<file path="src/rtl/sqw_pkg.sv">
package sqw_pkg;
  localparam int unsigned ADDR_MATCH = 0;
  localparam int unsigned ADDR_STEP  = 1;

  typedef enum logic [1:0] {
    SEL_NONE  = 2'd0,
    SEL_MATCH = 2'd1,
    SEL_STEP  = 2'd2
  } sqw_sel_e;
endpackage

</file>
<file path="src/rtl/sqw_regs.sv">
module sqw_regs
  import sqw_pkg::*;
#(
  parameter int DATA_W = 8,
  parameter int ADDR_W = 2
) (
  input  logic              clk,
  input  logic              rst,
  input  logic              we,
  input  logic [ADDR_W-1:0] addr,
  input  logic [DATA_W-1:0] wdata,
  input  logic              advance,
  output logic [DATA_W-1:0] match_q,
  output logic [DATA_W-1:0] step_q,
  output logic [DATA_W-1:0] rdata_q
);
  sqw_sel_e sel;

  always_comb begin
    if (addr == ADDR_W'(ADDR_MATCH))      sel = SEL_MATCH;
    else if (addr == ADDR_W'(ADDR_STEP))  sel = SEL_STEP;
    else                                  sel = SEL_NONE;
  end

  // a bus write to the match register takes precedence over the advance
  always_ff @(posedge clk) begin
    if (rst) begin
      match_q <= '0;
    end else if (we && sel == SEL_MATCH) begin
      match_q <= wdata;
    end else if (advance) begin
      match_q <= match_q + step_q;
    end
  end

  always_ff @(posedge clk) begin
    if (rst) begin
      step_q <= '0;
    end else if (we && sel == SEL_STEP) begin
      step_q <= wdata;
    end
  end

  always_ff @(posedge clk) begin
    if (rst) begin
      rdata_q <= '0;
    end else begin
      case (sel)
        SEL_MATCH: rdata_q <= match_q;
        SEL_STEP:  rdata_q <= step_q;
        default:   rdata_q <= '0;
      endcase
    end
  end
endmodule

</file>
<file path="src/rtl/sqw_cmp.sv">
module sqw_cmp #(
  parameter int DATA_W = 8,
  parameter int CNT_W  = 16
) (
  input  logic              tick,
  input  logic [CNT_W-1:0]  cnt,
  input  logic [DATA_W-1:0] match_v,
  output logic              hit
);
  logic [DATA_W-1:0] cnt_low;

  assign cnt_low = cnt[DATA_W-1:0];
  assign hit     = tick && (cnt_low == match_v);
endmodule

</file>
<file path="src/rtl/sqw_out.sv">
module sqw_out (
  input  logic clk,
  input  logic rst,
  input  logic hit,
  output logic wave_q,
  output logic pulse_q
);
  always_ff @(posedge clk) begin
    if (rst) begin
      wave_q  <= 1'b0;
      pulse_q <= 1'b0;
    end else begin
      pulse_q <= hit;
      if (hit) wave_q <= ~wave_q;
    end
  end
endmodule

</file>
<file path="src/rtl/sqw_chan.sv">
module sqw_chan #(
  parameter int CNT_W  = 16,
  parameter int DATA_W = 8,
  parameter int ADDR_W = 2
) (
  input  logic              clk,
  input  logic              rst,
  input  logic              tick,
  input  logic [CNT_W-1:0]  cnt,
  input  logic              bus_we,
  input  logic [ADDR_W-1:0] bus_addr,
  input  logic [DATA_W-1:0] bus_wdata,
  output logic [DATA_W-1:0] bus_rdata,
  output logic              wave,
  output logic              match_pulse
);
  logic [DATA_W-1:0] match_q;
  logic [DATA_W-1:0] step_q;
  logic              hit;

  sqw_regs #(.DATA_W(DATA_W), .ADDR_W(ADDR_W)) u_regs (
    .clk     (clk),
    .rst     (rst),
    .we      (bus_we),
    .addr    (bus_addr),
    .wdata   (bus_wdata),
    .advance (hit),
    .match_q (match_q),
    .step_q  (step_q),
    .rdata_q (bus_rdata)
  );

  sqw_cmp #(.DATA_W(DATA_W), .CNT_W(CNT_W)) u_cmp (
    .tick    (tick),
    .cnt     (cnt),
    .match_v (match_q),
    .hit     (hit)
  );

  sqw_out u_out (
    .clk     (clk),
    .rst     (rst),
    .hit     (hit),
    .wave_q  (wave),
    .pulse_q (match_pulse)
  );
endmodule

</file>
<file path="config.mk">
export PLATFORM = sky130hd
export DESIGN_NAME = sqw_chan
export DESIGN_NICKNAME = d
export VERILOG_FILES = /design/src/rtl/sqw_pkg.sv /design/src/rtl/sqw_regs.sv /design/src/rtl/sqw_cmp.sv /design/src/rtl/sqw_out.sv /design/src/rtl/sqw_chan.sv
export SDC_FILE = /design/constraint.sdc
export NUM_CORES = 1
export LEC_CHECK = 0
export ABC_AREA = 1
export BUFFER_PORTS_ARGS = -buffer_cell sky130_fd_sc_hd__buf_2
export CAP_MARGIN = 15
export CORE_UTILIZATION = 40
export DETAILED_ROUTE_END_ITERATION = 16
export PLACE_DENSITY = 0.67
export SLEW_MARGIN = 20
export SYNTH_ARGS = -nofsm -noshare
export SYNTH_HDL_FRONTEND = slang
export SYNTH_SLANG_ARGS = --single-unit
</file>
<file path="constraint.sdc">
create_clock -name clk -period 2.25 [get_ports clk]
set_input_delay 0.1125 -clock clk [delete_from_list [all_inputs] [get_ports clk]]
set_output_delay 0.1125 -clock clk [all_outputs]
set_load 0.005 [all_outputs]
</file>
==> run metrics <==
unrepaired setup endpoints after global routing no; IO Port Bufs 31; clock transition time at the flip-flop clock pins of the worst setup and hold paths 80 ps; clock sinks 26; first-pass GRT wire length approximately 6000 um; Reg area 520 um2; largest fanout on the critical path 4; routed length per placed instance between 10 and 15 um; total core area 4000 um2; leakage power total 0.856 nW; category of the critical setup timing path register to register; remaining design rule violation count 0; total negative slack for setup checks 0 ps; half-perimeter wire length after placement 2700 um; fmax between 0.5 and 0.6 GHz; most common cell after layout, fill and taps aside sky130_fd_sc_hd__nand2_1; launching element type of the critical path register; type of destination of the critical path register; Yosys warning count 0; Hold Buf Count CTS 0; Final Net Count 310; Worst Hold Path EP u_regs.step_q[2]$_SDFFE_PP0P_; synthesized area divided by synthesized cell count 6.91 um2; die span in x 66.6 um; min cycle time layout 1750 ps; count of fill cells added during filler insertion 417; clock insertion delay at the later pin of the skew report 270 ps; reg-to-reg endpoint u_regs.match_q[6]$_SDFFE_PP0P_; total congestion overflow 0; Bufs on Longest Clock Path 2; nets in the synthesized netlist 280; Register-to-Register Path Depth 11; class of the tightest hold or removal check primary input to register; RePlAce Congestion 0.808; run status finished, final reports clean; portion of the post-synthesis area used by sequential elements 0.311; multi-input logic area around 1000 um2; transition at the pin with the smallest max-transition slack 557 ps; top-level port count 40; Mapped Cells 242; Max Cap Violations 0; DR iter-0 viols 57; Synth-to-Final Area Change 13.0%; required arrival time at the worst endpoint 2390 ps; maximum number of pins on one net before global-route repair 27; Gates resized, CTS repair 0; via count 1558; register-to-register setup slack 500 ps; Final Setup Violations 0; cell area power density ~450 nW/um2; standard-cell rows 23; number of antenna violations at the first check in global routing 0; CTS root buf sky130_fd_sc_hd__clkbuf_8; Clock Skews around 1.9 ps; peak ir drop on the vdd network 0.222 mV; final worst-path cycle share 0.779; worst slack, placed slightly above 500 ps; clock buffers created by TritonCTS 3; via count of the first global-routing pass 1370; Total Routed Length 3590 um; die area between 4000 and 5000 um2; floorplan die height 66.6 um; Antenna Cells 0; top library cells by usage in the layout, fill and taps aside 84 x sky130_fd_sc_hd__nand2_1, 31 x sky130_fd_sc_hd__buf_2, 26 x sky130_fd_sc_hd__dfxtp_1, 22 x sky130_fd_sc_hd__inv_1, 19 x sky130_fd_sc_hd__a21oi_1; Cell variety after synth 31; starting density of the core 0.418; Post CTS Setup Buffer Count 0; relative max-transition margin 0.628; start point of the worst min-delay path bus_wdata[2]; Hold Path Depth 3; worst path arrival time 1900 ps; Post-Synthesis Cell Area about 1700 um2; number of register bits inferred by synthesis 26; CTS tree done; worst reg2reg path startpoint u_regs.match_q[0]$_SDFFE_PP0P_; final slew viol count 0; # H-tree levels 1; final worst setup slack ~500 ps; count of TritonRoute iterations in the first routing pass 4; fraction of layout instances using a drive strength above 1 0.226; antenna viol nets, final 0; global router's overall resource usage 0.179; number of hold violations in the final report 0; Vias/cell between 4 and 5
## critical path, stage by stage, from the launching register on
cell	delay [ps]
sky130_fd_sc_hd__dfxtp_1	420
sky130_fd_sc_hd__ha_1	190
sky130_fd_sc_hd__inv_1	50
sky130_fd_sc_hd__fa_1	410
sky130_fd_sc_hd__clkinv_1	80
sky130_fd_sc_hd__nand3_1	90
sky130_fd_sc_hd__nand3_1	80
sky130_fd_sc_hd__nand2_1	50
sky130_fd_sc_hd__nand3_1	60
sky130_fd_sc_hd__nand2_1	70
sky130_fd_sc_hd__nand2_1	70
sky130_fd_sc_hd__a21oi_2	50
## cell families (layout without fill, tap and decap cells)
group	after synthesis	after routing	synth area share
xor gates and xnor gates	3	3	0.0157
buffers and inverters	34	62	0.0898
AOI/OAI and AO/OA	34	34	0.124
adders and majority gates	8	8	0.0644
and+or+nand+nor	137	137	0.394
DFF	26	26	0.311
## cell usage after synthesis
| library cell | instances | area, um2 |
|---|---|---|
| sky130_fd_sc_hd__clkbuf_1 | 1 | 3.75 |
| sky130_fd_sc_hd__xor2_1 | 1 | 8.76 |
| sky130_fd_sc_hd__inv_2 | 2 | 7.51 |
| sky130_fd_sc_hd__dfxtp_1 | 26 | 521 |
| sky130_fd_sc_hd__buf_12 | 1 | 20.0 |
| sky130_fd_sc_hd__a211oi_1 | 1 | 7.51 |
| sky130_fd_sc_hd__or2_1 | 6 | 37.5 |
| sky130_fd_sc_hd__buf_2 | 2 | 10.0 |
| sky130_fd_sc_hd__buf_1 | 2 | 7.51 |
| sky130_fd_sc_hd__fa_1 | 1 | 20.0 |
| sky130_fd_sc_hd__nand3_1 | 18 | 90.1 |
| sky130_fd_sc_hd__a21boi_1 | 1 | 7.51 |
| sky130_fd_sc_hd__nor4_1 | 1 | 6.26 |
| sky130_fd_sc_hd__nand3_2 | 9 | 90.1 |
| sky130_fd_sc_hd__nand2_1 | 84 | 315 |
| sky130_fd_sc_hd__nand4_1 | 3 | 18.8 |
| sky130_fd_sc_hd__inv_1 | 22 | 82.6 |
| sky130_fd_sc_hd__a21oi_1 | 19 | 95.1 |
| sky130_fd_sc_hd__ha_1 | 7 | 87.6 |
| sky130_fd_sc_hd__o21bai_1 | 1 | 7.51 |
| sky130_fd_sc_hd__nor2_1 | 7 | 26.3 |
| sky130_fd_sc_hd__o21ai_0 | 4 | 20.0 |
| sky130_fd_sc_hd__clkinv_1 | 3 | 11.3 |
| sky130_fd_sc_hd__nand3b_1 | 2 | 15.0 |
| sky130_fd_sc_hd__buf_4 | 1 | 7.51 |
| sky130_fd_sc_hd__nand2_2 | 2 | 12.5 |
| sky130_fd_sc_hd__nor2_2 | 3 | 18.8 |
| sky130_fd_sc_hd__nor2_4 | 1 | 11.3 |
| sky130_fd_sc_hd__nand3_4 | 1 | 17.5 |
| sky130_fd_sc_hd__a21oi_2 | 8 | 70.1 |
| sky130_fd_sc_hd__xnor2_1 | 2 | 17.5 |
## through the flow
step,power (mW),hold WS [ps],instance area [um2],utilization,std cells
6_report,0.858,111,1890,0.472,320
5_1_grt,0.902,116,1890,0.472,320
4_1_cts,0.869,108,1890,0.472,320
3_5_place_dp,0.605,405,1850,0.462,317
3_3_place_gp,0.604,398,1850,0.462,317
2_1_floorplan,0.564,277,1670,-,242
## how the worst max path moves through the flow
stage / from / endpoint / slack, ps
2_1_floorplan: u_regs.match_q[0]$_SDFFE_PP0P_ / u_regs.match_q[6]$_SDFFE_PP0P_ / 700
3_5_place_dp: u_regs.match_q[0]$_SDFFE_PP0P_ / u_regs.match_q[6]$_SDFFE_PP0P_ / 510
5_1_grt: u_regs.match_q[0]$_SDFFE_PP0P_ / u_regs.match_q[4]$_SDFFE_PP0P_ / 370
3_3_place_gp: u_regs.match_q[0]$_SDFFE_PP0P_ / u_regs.match_q[6]$_SDFFE_PP0P_ / 520
6_report: u_regs.match_q[0]$_SDFFE_PP0P_ / u_regs.match_q[6]$_SDFFE_PP0P_ / 500
4_1_cts: u_regs.match_q[0]$_SDFFE_PP0P_ / u_regs.match_q[6]$_SDFFE_PP0P_ / 490
## flip-flops by register name (all words and copies together), names as in the netlist
register / flops
u_regs.rdata_q: 8
u_out.wave_q: 1
u_regs.match_q: 8
u_out.pulse_q: 1
u_regs.step_q: 8
## routing by layer
metal | global-route usage | part of all wire | vias to the layer above
li1 | - | - | 836
met1 | 0.237 | 0.53 | 689
met2 | 0.289 | 0.42 | 28
met3 | 0.0257 | 0.034 | 5
met4 | 0.0718 | 0.016 | 0
met5 | 0 | 0 | -
## power breakdown
group          switching [mW]  leakage, nW  total (mW)  internal, mW
Clock                   0.143       0.0216       0.264         0.120
Combinational          0.0737        0.625       0.118        0.0447
Sequential            0.00788        0.210       0.476         0.468
Total                   0.225        0.856       0.858         0.633
## final cells by class
type	instances	area share
inverter	27	0.0536
tap	50	0.0331
sequential	26	0.275
multi-input combinational	182	0.530
timing repair buffer	32	0.0861
clock buffer	3	0.0219
Power figures use the tool's default switching activity.
